<file path="src/rtl/partition_recency_stack.sv">
module partition_recency_stack #(
  parameter int WAYS  = 16,
  parameter int CORES = 4,
  parameter logic [15:0] TAPS = 16'hB400,
  localparam int WW = $clog2(WAYS),
  localparam int CW = $clog2(CORES),
  localparam int AW = $clog2(WAYS + 1)
) (
  input  logic                clk_i,
  input  logic                rst_ni,
  input  logic                acc_i,
  input  logic                hit_i,
  input  logic [WW-1:0]       hit_way_i,
  input  logic [CW-1:0]       core_i,
  input  logic [CORES*AW-1:0] alloc_i,
  input  logic [16:0]         prom_thresh_i,
  output logic [WW-1:0]       victim_o,
  output logic [CW-1:0]       victim_owner_o
);

  logic [WW-1:0] stk_q [WAYS];
  logic [WW-1:0] stk_d [WAYS];
  logic [CW-1:0] own_q [WAYS];
  logic [15:0]   rng_q;

  logic [AW-1:0] raw_alloc;
  logic [WW-1:0] ins_idx;
  logic [WW-1:0] hit_pos;
  logic          promote;

  assign raw_alloc = alloc_i[core_i*AW +: AW];
  assign ins_idx   = (raw_alloc == '0)                ? '0 :
                     (raw_alloc > AW'(WAYS))          ? WW'(WAYS - 1) :
                                                        WW'(raw_alloc - 1'b1);
  assign promote   = {1'b0, rng_q} < prom_thresh_i;
  assign victim_o       = stk_q[0];
  assign victim_owner_o = own_q[stk_q[0]];

  always_comb begin
    hit_pos = '0;
    for (int p = 0; p < WAYS; p++)
      if (stk_q[p] == hit_way_i) hit_pos = WW'(p);
  end

  always_comb begin
    for (int p = 0; p < WAYS; p++) stk_d[p] = stk_q[p];
    if (!hit_i) begin
      for (int p = 0; p < WAYS - 1; p++)
        if (WW'(p) < ins_idx) stk_d[p] = stk_q[p+1];
      stk_d[ins_idx] = stk_q[0];
    end else if (promote && hit_pos != WW'(WAYS - 1)) begin
      stk_d[hit_pos]        = stk_q[hit_pos + 1'b1];
      stk_d[hit_pos + 1'b1] = stk_q[hit_pos];
    end
  end

  always_ff @(posedge clk_i) begin
    if (!rst_ni) rng_q <= 16'hACE1;
    else         rng_q <= {1'b0, rng_q[15:1]} ^ (rng_q[0] ? TAPS : 16'h0);
  end

  always_ff @(posedge clk_i) begin
    if (!rst_ni) begin
      for (int p = 0; p < WAYS; p++) begin
        stk_q[p] <= WW'(WAYS - 1 - p);
        own_q[p] <= '0;
      end
    end else if (acc_i) begin
      for (int p = 0; p < WAYS; p++) stk_q[p] <= stk_d[p];
      if (!hit_i) own_q[stk_q[0]] <= core_i;
    end
  end

endmodule


</file>
<file path="config.mk">
export PLATFORM = sky130hd
export DESIGN_NAME = partition_recency_stack
export DESIGN_NICKNAME = d
export VERILOG_FILES = /design/src/rtl/partition_recency_stack.sv
export SDC_FILE = /design/constraint.sdc
export NUM_CORES = 1
export LEC_CHECK = 0
export ABC_AREA = 0
export BUFFER_PORTS_ARGS = -buffer_cell sky130_fd_sc_hd__buf_2
export CAP_MARGIN = 5
export CORE_MARGIN = 4
export CORE_UTILIZATION = 49
export CTS_BUF_LIST = sky130_fd_sc_hd__clkbuf_16
export DETAILED_ROUTE_END_ITERATION = 10
export PLACE_DENSITY = 0.66
export SLEW_MARGIN = 20
export SYNTH_ARGS = -nofsm -noshare
export SYNTH_HDL_FRONTEND = slang
export SYNTH_SLANG_ARGS = --single-unit
</file>
<file path="constraint.sdc">
create_clock -name clk_i -period 9.6 [get_ports clk_i]
set_input_delay 0.48 -clock clk_i [delete_from_list [all_inputs] [get_ports clk_i]]
set_output_delay 0.48 -clock clk_i [all_outputs]
set_load 0.1 [all_outputs]
</file>
==> run summary <==
The flow ran to the end, and the final reports show no timing, DRC or antenna violations. The floorplan has 53 rows. The part of the Yosys area used for sequential elements is a little under a third. The post-cts repair resize count is 0. The area growth from synthesis to layout is 5.998%. The source-to-sink clock delay at the later pin of the worst-skew pair is around 0.38 ns. The unique cell type count in the Yosys netlist came out at between 90 and 100. The clock tree from TritonCTS is built. The maximum fanout count along the critical path came out at 17.

Measured along the y axis, the die boundary spans ~160 um. The leakage power summed over all cells is 4.442 nW. The clock input transition at the sequential cells of the worst setup and hold paths is ~0.090 ns.

The biggest area contributor in the post-synthesis netlist is sky130_fd_sc_hd__edfxtp_1. For this run, the leading register cell type out of synthesis is sky130_fd_sc_hd__edfxtp_1. The number of nets in the layout came out at 1250. The worst setup path is of the reg2reg kind. The HPWL reported at the end of detailed placement came out at 27280 um. The count of pins over their slew limit came out at 0. The slew at the pin closest to its max-slew limit is roughly 1.2 ns. The number of nets produced by synthesis is around 1300. The number of remaining DRC errors came out at 0.

Yosys instantiated no cell more often than sky130_fd_sc_hd__nand2_1. Measured against its own limit, the worst slew margin works out to 21.61%. The power per unit of standard cell area came out at approximately 320 nW/um^2. The flip-flop and latch count after synthesis came out at between 100 and 150.

Across every metal layer, demand over resource in global routing totals 31.44%. The arrival time at the worst endpoint is between 6 and 7 ns. The netlist area before placement is roughly 11000 sq um. The initial antenna violation count came out at 0. The number of warnings reported in the yosys synthesis log came out at 0. The gate count after technology mapping is ~1200.

The first global-routing pass estimated 58350 um of wire. The number of hold buffers added after CTS came out at 0. Dividing the synthesized area by the synthesized cell count gives 8.898 sq um. VDD sags by at most around 210 uV. The number of clock buffers inserted by TritonCTS came out at 9. The number of max-cap violations came out at 0. The total length of routed wires came out at between 30000 and 40000 um. Clock tree synthesis found a total of ~110 sinks.

Buffers placed on the I/O ports in this run total between 50 and 60. The finished cells cover ~11000 sq um. The longest clock path from root to sink contains 2 buffers. The maximum number of pins on one net before global-route repair is between 60 and 70. In the final routed layout, each cell accounts on average for roughly 27 um. The number of flops mapped to enable cells by yosys came out at 96. The total cell area at the placement stage came out at about 11000 sq um. By area the synthesized netlist is led by sky130_fd_sc_hd__edfxtp_1, sky130_fd_sc_hd__mux2i_1, sky130_fd_sc_hd__mux4_2. The type of the worst min-delay path is reg2reg. The overall die area came out at between 20000 and 25000 sq um. The sort of element at the end of the critical path is a flop. In the routed layout, each cell is associated on average with a via count of between 7 and 8. The via count of the first global-routing pass is 9590.

The count of H-tree levels built during CTS is 3. The upper clock frequency limit came out at roughly 0.17 GHz. The area share of the largest cell type after synthesis is between 20% and 30%. The detailed-router iteration count before antenna repair is 6. The final hold violation count is 0.

Counting flops with an async set or reset pin after synthesis yields a share of 0%. Cells fill 53.10% of the core in the end. The antenna cell count came out at 0. The core box area came out at around 21000 sq um. By count the netlist is led by sky130_fd_sc_hd__nand2_1, sky130_fd_sc_hd__edfxtp_1, sky130_fd_sc_hd__nor2_1. Setup violations remaining at the end of the flow were counted as 0. The shortest clock period the worst path allows after layout is roughly 5.9 ns. The CTS root buffer is sky130_fd_sc_hd__clkbuf_16. The count of vias placed by the detailed router came out at 10228. The setup total negative slack is 0 ns.

During I/O placement, the number of pins put on the boundary was 53. The worst setup path is launched from a flop. The setup clock skew after layout came out at around 0.011 ns.

Global routing finished with a remaining overflow of 0. The iteration-0 DRC count of the detailed router is about 1600. From left edge to right edge, the die measures 155.1 um. The data required time of the critical path is 9.74 ns. The effective utilization at floorplan came out at 50.10%. The routability-driven placement congestion ratio came out at between 1 and 1.5. In this run the register-to-register setup slack is 3.70 ns.

The final critical-path share of the clock period came out at approximately three fifths. The buffer count from post-CTS setup fixing is 0. Setup repair after global routing left no endpoint under its margin. The post-route antenna net violation count came out at 0. The ratio of cells with drive above 1 in the final layout is between 10% and 20%.
## report_power, final
group / switching [mW] / leakage [nW] / internal [mW] / total (mW)
Sequential: 0.175 / 1.08 / 0.615 / 0.790
Clock: 0.225 / 0.155 / 0.194 / 0.419
Combinational: 1.63 / 3.20 / 0.742 / 2.37
## final cells by class
class                   count  area, sq um
fillers                  1974         9921
multi-input cells         947         6803
flip-flops and latches    112         3203
repair buffers             75        432.9
well taps                 275        344.1
clock buffers               9        225.2
inverters                  35        131.4
clock inverters             7        93.84
## worst max-delay path: stages, from the launching register on
cell                       delay [ns]
sky130_fd_sc_hd__edfxtp_1        0.56
sky130_fd_sc_hd__xor2_1          0.21
sky130_fd_sc_hd__nor4_2          0.56
sky130_fd_sc_hd__or2_2           0.22
sky130_fd_sc_hd__a211oi_2        0.07
sky130_fd_sc_hd__nor2_1          0.63
sky130_fd_sc_hd__inv_1           0.32
sky130_fd_sc_hd__ha_1            1.01
sky130_fd_sc_hd__mux2i_1         0.30
sky130_fd_sc_hd__mux2i_1         0.13
sky130_fd_sc_hd__a22oi_1         0.53
sky130_fd_sc_hd__o21ai_2         0.27
sky130_fd_sc_hd__a21oi_2         0.44
sky130_fd_sc_hd__a21oi_1         0.15
sky130_fd_sc_hd__a31o_1          0.25
## cell families after synthesis
logic type                 share of synthesized area (%)
xor gates and xnor gates                           5.514
DFF                                                30.22
muxes                                              15.14
and+or+nand+nor                                    18.88
AOI/OAI and AO/OA                                  21.76
adders and majority gates                          2.716
buffers and inverters                              5.773
## through the flow
step / setup WS [ns] / power (mW) / hold slack, ns / std cells
floorplan: 4.243 / 2.311 / 0.4151 / 1191
global placement: 3.796 / 3.026 / 0.4249 / 1444
detailed placement: 3.615 / 3.035 / 0.4316 / 1444
CTS: 3.882 / 3.459 / 0.4564 / 1460
global route: 3.463 / 3.670 / 0.4810 / 1460
finish: 3.704 / 3.581 / 0.4562 / 1460
## placed cells by master, fill, tap and decap left out, drive strengths merged, types with 14 or more instances in the layout
| cell | count |
|---|---|
| edfxtp | 96 |
| nor3 | 14 |
| inv | 40 |
| nand2b | 14 |
| a31oi | 20 |
| a21o | 16 |
| xor2 | 18 |
| and3 | 36 |
| o211ai | 25 |
| a21oi | 81 |
| ha | 23 |
| xnor2 | 47 |
| nor2 | 79 |
| and2 | 25 |
| o22ai | 19 |
| dfxtp | 16 |
| mux2 | 20 |
| buf | 75 |
| nand2 | 155 |
| nand4 | 15 |
| mux4 | 27 |
| o21ai | 64 |
| mux2i | 77 |
| nand3 | 31 |
## sequential cells by signal, summed over array words and instances (netlist names)
signal  cells
stk_q      64
own_q      32
rng_q      16
## routing by layer
| metal | vias up | share of wire [%] | GRT usage [%] |
|---|---|---|---|
| met2 | 816 | 42 | 46.72 |
| met5 | - | 0 | 0 |
| met3 | 204 | 13 | 7.344 |
| met1 | 4732 | 38 | 42.61 |
| li1 | 4476 | - | - |
| met4 | 0 | 6.6 | 16.69 |
## path summary, 6_finish.rpt
path / cells past startpoint / from / endpoint
min reg2reg: 1 / rng_q[12] / rng_q[11]
min: 1 / rng_q[12] / rng_q[11]
max: 14 / stk_q[13][0] / stk_q[6][1]
max reg2reg: 14 / stk_q[13][0] / stk_q[6][1]
No activity file was read; power rests on OpenSTA's default activity.
